## config.mk

```make
export PLATFORM = sky130hd
export DESIGN_NAME = dvma_xlate
export DESIGN_NICKNAME = d
export VERILOG_FILES = /design/src/rtl/dvma_pkg.sv /design/src/rtl/dvma_win.sv /design/src/rtl/dvma_tag_cache.sv /design/src/rtl/dvma_xlate.sv
export SDC_FILE = /design/constraint.sdc
export NUM_CORES = 1
export LEC_CHECK = 0
export ABC_AREA = 1
export BUFFER_PORTS_ARGS = -buffer_cell sky130_fd_sc_hd__buf_2
export CORE_MARGIN = 5
export CORE_UTILIZATION = 50
export DETAILED_ROUTE_END_ITERATION = 10
export GPL_ROUTABILITY_DRIVEN = 0
export PLACE_DENSITY_LB_ADDON = 0.08
export SKIP_LAST_GASP = 1
export SYNTH_ARGS = -nofsm -noshare
export SYNTH_HDL_FRONTEND = slang
export SYNTH_SLANG_ARGS = --single-unit
```

## constraint.sdc

```tcl
create_clock -name clk -period 7.9 [get_ports clk]
set_clock_uncertainty 0.15 [all_clocks]
set_input_delay 0.395 -clock clk [delete_from_list [all_inputs] [get_ports clk]]
set_output_delay 0.395 -clock clk [all_outputs]
set_load 0.02 [all_outputs]
```

## src/rtl/dvma_pkg.sv

```systemverilog
package dvma_pkg;
  localparam int VA_W       = 32;
  localparam int PA_W       = 41;
  localparam int PG_SH      = 13;
  localparam int ENT_W      = 64;
  localparam int SZ_W       = 3;
  localparam int MIN_WIN_SH = 23;
  localparam int VPN_W      = VA_W - PG_SH;
  localparam int PPN_W      = PA_W - PG_SH;
  localparam int CTL_EN_BIT = 0;
  localparam int CTL_SZ_LO  = 16;
  localparam int ENT_V_BIT  = 63;
  localparam int ENT_W_BIT  = 1;

  typedef enum logic [1:0] {FLT_NONE = 2'd0, FLT_INVALID = 2'd1, FLT_PROT = 2'd2} fault_e;
  typedef enum logic [1:0] {REG_CTRL = 2'd0, REG_BASE = 2'd1, REG_FLUSH = 2'd2} regsel_e;
  typedef enum logic [1:0] {ST_IDLE, ST_FETCH, ST_WAIT, ST_RESP} wstate_e;

  // lowest address of the translated window for a size code
  function automatic logic [VA_W-1:0] win_base(input logic [SZ_W-1:0] code);
    return {VA_W{1'b1}} << (int'(code) + MIN_WIN_SH);
  endfunction

  function automatic logic in_win(input logic [VA_W-1:0] a, input logic [SZ_W-1:0] code);
    return (a & win_base(code)) == win_base(code);
  endfunction

  function automatic logic [VPN_W-1:0] slot_of(input logic [VA_W-1:0] a, input logic [SZ_W-1:0] code);
    logic [VA_W-1:0] off;
    off = a - win_base(code);
    return off[VA_W-1:PG_SH];
  endfunction

  function automatic logic [PA_W-1:0] entry_addr(input logic [PPN_W-1:0] base_pg,
                                                 input logic [VPN_W-1:0] slot);
    return {base_pg, {PG_SH{1'b0}}} + (PA_W'(slot) << 3);
  endfunction
endpackage

```

## src/rtl/dvma_win.sv

```systemverilog
module dvma_win
  import dvma_pkg::*;
(
  input  logic             xl_en,
  input  logic [SZ_W-1:0]  size_code,
  input  logic [PPN_W-1:0] base_pg,
  input  logic [VA_W-1:0]  addr,
  output logic             walk_needed,
  output logic [PA_W-1:0]  ent_addr
);
  assign walk_needed = xl_en && in_win(addr, size_code);
  assign ent_addr    = entry_addr(base_pg, slot_of(addr, size_code));
endmodule

```

## src/rtl/dvma_tag_cache.sv

```systemverilog
module dvma_tag_cache #(
  parameter int TAG_W = 19,
  parameter int DAT_W = 29
) (
  input  logic             clk,
  input  logic             rst,
  input  logic [TAG_W-1:0] look_tag,
  output logic             hit,
  output logic [DAT_W-1:0] hit_data,
  input  logic             fill,
  input  logic [TAG_W-1:0] fill_tag,
  input  logic [DAT_W-1:0] fill_data,
  input  logic             flush,
  input  logic [TAG_W-1:0] flush_tag,
  output logic             flush_match,
  output logic             vld
);
  logic [TAG_W-1:0] tag_q;
  logic [DAT_W-1:0] dat_q;

  assign hit         = vld && (tag_q == look_tag);
  assign hit_data    = dat_q;
  assign flush_match = flush && vld && (tag_q == flush_tag);

  always_ff @(posedge clk) begin
    if (rst) begin
      vld   <= 1'b0;
      tag_q <= '0;
      dat_q <= '0;
    end else if (flush_match) begin
      vld <= 1'b0;
    end else if (fill) begin
      vld   <= 1'b1;
      tag_q <= fill_tag;
      dat_q <= fill_data;
    end
  end
endmodule

```

## src/rtl/dvma_xlate.sv

```systemverilog
module dvma_xlate
  import dvma_pkg::*;
(
  input  logic             clk,
  input  logic             rst,
  input  logic             cfg_we,
  input  logic [1:0]       cfg_sel,
  input  logic [63:0]      cfg_wdata,
  input  logic             req_valid,
  output logic             req_ready,
  input  logic [31:0]      req_addr,
  input  logic             req_write,
  output logic             rsp_valid,
  output logic [40:0]      rsp_paddr,
  output logic [1:0]       rsp_fault,
  output logic             rsp_bypass,
  output logic             mem_rd_valid,
  input  logic             mem_rd_ready,
  output logic [40:0]      mem_rd_addr,
  input  logic             mem_rsp_valid,
  input  logic [63:0]      mem_rsp_data
);
  localparam int CDAT_W = PPN_W + 1;

  logic             xl_en;
  logic [SZ_W-1:0]  size_code;
  logic [PPN_W-1:0] base_pg;
  wstate_e          state;
  logic [VA_W-1:0]  addr_q;
  logic             write_q;
  logic [PA_W-1:0]  fetch_q;
  logic [PA_W-1:0]  paddr_q;
  fault_e           fault_q;
  logic             byp_q;

  // named internal events, observed by the checker
  logic evt_accept, evt_fill, evt_flush_hit, cache_vld;
  logic walk_needed, cache_hit;
  logic [PA_W-1:0]   ent_addr;
  logic [CDAT_W-1:0] cache_data;
  logic              ent_v, ent_w;
  logic [PPN_W-1:0]  ent_ppn;
  logic              unused_bits;

  assign unused_bits = ^{cfg_wdata[63:41], cfg_wdata[12:1], mem_rsp_data[62:41],
                         mem_rsp_data[12:2], mem_rsp_data[0]};

  always_ff @(posedge clk) begin
    if (rst) begin
      xl_en     <= 1'b0;
      size_code <= '0;
      base_pg   <= '0;
    end else if (cfg_we) begin
      if (cfg_sel == REG_CTRL) begin
        xl_en     <= cfg_wdata[CTL_EN_BIT];
        size_code <= cfg_wdata[CTL_SZ_LO +: SZ_W];
      end
      if (cfg_sel == REG_BASE) base_pg <= cfg_wdata[PA_W-1:PG_SH];
    end
  end

  dvma_win u_win (
    .xl_en(xl_en), .size_code(size_code), .base_pg(base_pg), .addr(req_addr),
    .walk_needed(walk_needed), .ent_addr(ent_addr)
  );

  assign ent_v   = mem_rsp_data[ENT_V_BIT];
  assign ent_w   = mem_rsp_data[ENT_W_BIT];
  assign ent_ppn = mem_rsp_data[PA_W-1:PG_SH];

  assign evt_accept = req_valid && (state == ST_IDLE);
  assign evt_fill   = (state == ST_WAIT) && mem_rsp_valid && ent_v && !(write_q && !ent_w);

  dvma_tag_cache #(.TAG_W(VPN_W), .DAT_W(CDAT_W)) u_cache (
    .clk(clk), .rst(rst),
    .look_tag(req_addr[VA_W-1:PG_SH]), .hit(cache_hit), .hit_data(cache_data),
    .fill(evt_fill), .fill_tag(addr_q[VA_W-1:PG_SH]), .fill_data({ent_w, ent_ppn}),
    .flush(cfg_we && (cfg_sel == REG_FLUSH)), .flush_tag(cfg_wdata[VA_W-1:PG_SH]),
    .flush_match(evt_flush_hit), .vld(cache_vld)
  );

  always_ff @(posedge clk) begin
    if (rst) begin
      state   <= ST_IDLE;
      addr_q  <= '0;
      write_q <= 1'b0;
      fetch_q <= '0;
      paddr_q <= '0;
      fault_q <= FLT_NONE;
      byp_q   <= 1'b0;
    end else begin
      case (state)
        ST_IDLE: if (evt_accept) begin
          addr_q  <= req_addr;
          write_q <= req_write;
          if (!walk_needed) begin
            byp_q   <= 1'b1;
            paddr_q <= PA_W'(req_addr);
            fault_q <= FLT_NONE;
            state   <= ST_RESP;
          end else if (cache_hit) begin
            byp_q   <= 1'b0;
            paddr_q <= {cache_data[PPN_W-1:0], req_addr[PG_SH-1:0]};
            fault_q <= (req_write && !cache_data[PPN_W]) ? FLT_PROT : FLT_NONE;
            state   <= ST_RESP;
          end else begin
            fetch_q <= ent_addr;
            state   <= ST_FETCH;
          end
        end
        ST_FETCH: if (mem_rd_ready) state <= ST_WAIT;
        ST_WAIT: if (mem_rsp_valid) begin
          byp_q   <= 1'b0;
          paddr_q <= {ent_ppn, addr_q[PG_SH-1:0]};
          if (!ent_v)                fault_q <= FLT_INVALID;
          else if (write_q && !ent_w) fault_q <= FLT_PROT;
          else                        fault_q <= FLT_NONE;
          state <= ST_RESP;
        end
        default: state <= ST_IDLE;
      endcase
    end
  end

  assign req_ready    = (state == ST_IDLE);
  assign rsp_valid    = (state == ST_RESP);
  assign rsp_paddr    = paddr_q;
  assign rsp_fault    = fault_q;
  assign rsp_bypass   = byp_q;
  assign mem_rd_valid = (state == ST_FETCH);
  assign mem_rd_addr  = fetch_q;
endmodule

```

# == After elaboration in Yosys (flattened, before gate mapping) ==
# Index checks and enable logic that the tools add are counted.
# word_totals
regBits,201
n_memories,0
romBits,0
latch_bits,0
mem_bits_rw,0
out_inout_bits,88
in_bits,169
elab_cells,81
# op_classes
bitwise_logic,3
addsub,3
magnitude_cmp,0
n_div,0
n_reduce_logical,25
mux,24
shift,1
mul,0
eq_ne,12
# op_table
op,count
$mux W41,4
$pmux W41 S2,1
$add A41 B22 Y41,1
$eq A19 B19 Y1,2
$and A32 B32 Y32,1
$eq A32 B32 Y1,1
$shl A32 B6 Y32 const A,1
$sub A32 B32 Y32,1
$mux W2,12
$logic_and A1 B1 Y1,11
$reduce_and A2 Y1,4
$reduce_and A4 Y1,2
$add A3 B5 Y6 const B,1
$eq A2 B2 Y1 const B,3
$pmux W2 S3,1
$eq A2 B1 Y1 const B,2
$logic_not A2 Y1,2
$mux W1,4
$ne A2 B1 Y1 const B,2
$pmux W2 S2,1
$logic_not A1 Y1,3
$ne A3 B2 Y1 const B,1
$reduce_and A3 Y1,1
$ne A2 B2 Y1 const B,1
4 further kinds,5

# == Longest topological paths before layout ==
# logic_depth
ltp_word,8
depth_mapped,29
ltp_nobuf,29

# == By module ==
# A second synthesis with hierarchy kept.
# unflattened
cells_unflattened,1895
hier_area_um2,11736.3
# modules_own_cells
mod,area_per_inst_um2,cells_each,seq_area_each_um2,instances
dvma_xlate,6309.8,909,3042.9,1
dvma_tag_cache,2861.5,479,980.9,1
dvma_win,2565.0,507,0.0,1

# == Least setup slack after synthesis ==
# OpenSTA, ideal clock, no wires.
# synth_timing
path_kind,register to register
startpoint,register size_code[0]
endpoint,"register fetch_q[27], in the netlist mem_rd_addr[27]"
stages_incl_launch_ff,28
setup_slack_ns,3.904
n_path_buf,0
synth_period_minus_slack_ns,3.996
setup_time_ns,0.117
t_arrival_ns,3.729
t_required_ns,7.633
path_cell_list,dfxtp_1 -> inv_1 -> ha_1 -> inv_1 -> ha_1 -> nor2_1 -> inv_1 -> nor2_1 -> ha_1 -> nand2_1 -> inv_1 -> a21oi_1 -> nand2_1 -> nand2_1 -> nand2_1 -> xor2_1 -> ha_1 -> fa_1 -> nand3_1 -> nand3_1 -> nand2_1 -> nand2_1 -> nand2_1 -> nand2_1 -> inv_1 -> nor3_1 -> nor3_1 -> nor2_1
# synth_via
elab_chain_len,6
word_cells_on_any_way,8
classes_between,add/sub: 3; eq/ne: 1; shift: 1; bitwise: 1; reduce/logical: 2
# synth_lines
element,line_no,rtl
start: declaration,dvma_xlate.sv:26,logic [SZ_W-1:0] size_code;
start signal: assignment,dvma_xlate.sv:56,size_code <= cfg_wdata[CTL_SZ_LO +: SZ_W];
$add A3 B5 Y6 *,dvma_pkg.sv:21,return {VA_W{1'b1}} << (int'(code) + MIN_WIN_SH);
$shl A32 B6 Y32 *,dvma_pkg.sv:21,
"parallel branches: the longest is 4 deep, another holds $add A41 B22 Y41",--,
end signal: assignment,dvma_xlate.sv:107,fetch_q <= ent_addr;
end: declaration,dvma_xlate.sv:31,logic [PA_W-1:0] fetch_q;
# Mark *: on every way between the ends.
# A chain may end at the register's enable or synchronous reset.

# == Worst setup path in the final report ==
# layout_timing
startpoint,register size_code[0]
endpoint,"register fetch_q[40], in the netlist mem_rd_addr[40]"
# Same word-level chain as after synthesis.

==> impl_metrics.tcl <==
set metrics [dict create \
    status "completed" \
    dieHeight_um 161 \
    drc_errors 0 \
    antenna_found_initial 1 \
    dr.pass1.iters 6 \
    critPathKind "register to register" \
    min_path_type "primary input to register" \
    synth-seq-cells 198 \
    viasPerCell 5.04 \
    vdd_drop_max_uv 191 \
    grt_first_pass_wirelength_um 51000 \
    yosys.cell_types.count 43 \
    cts_setup_buffers 0 \
    slowest_stage "dfxtp_1" \
    grt_pass1_vias 9979 \
    hpwl_um 22800 \
    fin_util 0.571 \
    overflow 0 \
    min_period_ns 4.73 \
    clk_pin_slew_worst_paths_ns 0.08 \
    ys_warn_count 0 \
    finalPower_mw 3.29 \
    ant_nets 0 \
    cellPowerDensity_nw_per_um2 256 \
    syn_to_final_growth_pct 13.3 \
    max_slew_margin 0.272 \
    hold_buffers 0 \
    core_um2 22500 \
    p_leak_nw 6.52 \
    dp_cells 2172 \
    portBuffers 184 \
    placed_area_um2 12300 \
    yosysTopAreaCellShare 0.350 \
    synth.cell_area_um2 11300 \
    fmax_mhz 211 \
    clockRootBuffer "clkbuf_16" \
    synth.top_cells.by_count "nand2_1, nor2_1, inv_1" \
    num_vias 11110 \
    intPower_mw 1.98 \
    async_flop_share 0 \
    worstSkewPairLatency_ns 0.44 \
    start_util 0.504 \
    synth.most_common_cell "nand2_1" \
    synth_ff_type "dfxtp_1" \
    nets 2121 \
    diodes 0 \
    ios 257 \
    critPathMaxStageDelay_ns 0.40 \
    cts_resized 0 \
    grt.total_usage 0.239 \
    htree_levels 4 \
    cts_tree "done" \
    ys_seq_area_frac 0.350 \
    slew_violations 0 \
    syn_area_per_cell_um2 6.37 \
    worst_pin_slew_ns 1.09 \
    crit_required_ns 8.08 \
    tns_ns 0 \
    rsz0062_at_grt "false" \
    die-width_um 161 \
    synthCells 1780 \
    grt_max_degree 98 \
    fin_cells 2203 \
    cp-end-kind "register" \
    drt-wirelength-per-cell_um 14.3 \
    yosys-top-cells-area "dfxtp_1, nand2_1, nor2_1" \
    start_kind "register" \
    synth_edf_count 0 \
    fin_area_um2 12800 \
    power_frac_seq 0.387 \
    yosys.area.top_type "dfxtp_1" \
    p_sw_mw 1.31 \
    p_sw_frac 0.397 \
    cp_data_arrival_time_ns 4.91 \
    dieArea_um2 25800 \
    clkPwrFrac 0.260 \
    min_period_over_period 0.599 \
    drive_gt1_frac 0.135 \
    first_iter_violations 799 \
    worstPathMaxFanout 6 \
    setup_viol 0 \
    num_rows 55 \
    cts_sinks 198 \
    hold_viol 0 \
    clockBufferDepth 2 \
    pwr-share-comb 0.353 \
    cts_buffers 17 \
    cap_violations 0 \
    wl_um 31500 \
]
==> worst paths after layout <==
kind                      from               to  slack (ns)  cells past startpoint
setup / recovery  size_code[0]  mem_rd_addr[40]        3.17                     26
hold / removal             rst         state[1]        0.03                      2
setup reg to reg  size_code[0]  mem_rd_addr[40]        3.17                     26
hold reg to reg     addr_q[26]       addr_q[26]        0.31                      2
==> power by group through the flow <==
stage	clock (mW)	sequential, mW	combinational (mW)
after floorplan	0	1.39	0.760
after global placement	0	1.29	1.15
after detailed placement	0	1.29	1.16
after CTS	0.874	1.27	1.17
after global routing	0.918	1.29	1.32
final	0.854	1.27	1.16
==> cell families after synthesis <==
logic type,count (synthesis),share of synthesized area
AO/OA/AOI/OAI,277,0.125
XOR/XNOR,42,0.0324
adder cells (fa/ha/maj),46,0.0514
buffers and inverters,338,0.121
flip-flops,198,0.350
other,1,0.000331
AND/OR/NAND/NOR,878,0.320
==> sequential cells by signal (all words and copies together), names as in the netlist <==
signal	count
state	2
xl_en	1
addr_q	32
rsp_bypass	1
size_code	3
write_q	1
mem_rd_addr	38
u_cache.tag_q	19
base_pg	28
rsp_paddr	41
rsp_fault	2
u_cache.vld	1
u_cache.hit_data	29
==> cell usage in the layout (no fill, tap or decap), types with 3 or more instances in the layout <==
master,count
nor3_2,7
inv_1,237
buf_2,184
nor3_1,20
dfxtp_1,198
o21ai_1,13
o21ai_0,117
ha_1,45
conb_1,3
clkbuf_16,17
nand2_1,410
clkinv_8,3
nor4_1,3
inv_6,3
nand4_1,11
nand3_1,114
buf_4,7
or2_2,5
inv_8,3
inv_2,13
a21oi_1,134
xnor2_1,19
nor2_1,296
a31oi_1,3
xor2_1,23
==> worst max-delay path: cells and delay by family, from the launching register on <==
kind,cells,cell delay [ns]
buffers and inverters,3,0.23
xor gates and xnor gates,1,0.10
and+or+nand+nor,15,1.90
DFF,1,0.40
adders and majority gates,4,1.15
AOI/OAI and AO/OA,3,0.70
==> metal layers <==
metal,vias up,global-route usage,share of wire
met5,-,0,0.00022
met4,2,0.0716,0.025
met3,48,0.0444,0.062
met2,302,0.392,0.46
met1,4951,0.322,0.45
li1,5807,-,-
==> area by class of cell <==
| type | count | area, um^2 |
|---|---|---|
| multi-input cells | 1246 | 6030 |
| well taps | 285 | 357 |
| repair buffers | 191 | 973 |
| clock buffers | 17 | 425 |
| clock inverters | 14 | 146 |
| flip-flops and latches | 198 | 3960 |
| fillers | 2314 | 9660 |
| inverters | 252 | 951 |
==> metrics by stage <==
step	hold slack (ns)	setup WS, ns
global placement	0.290	3.31
finish	0.0262	3.17
CTS	0.0197	3.20
detailed placement	0.296	3.22
floorplan	0.280	3.90
global route	0.0393	2.70
Power figures use the tool's default switching activity.
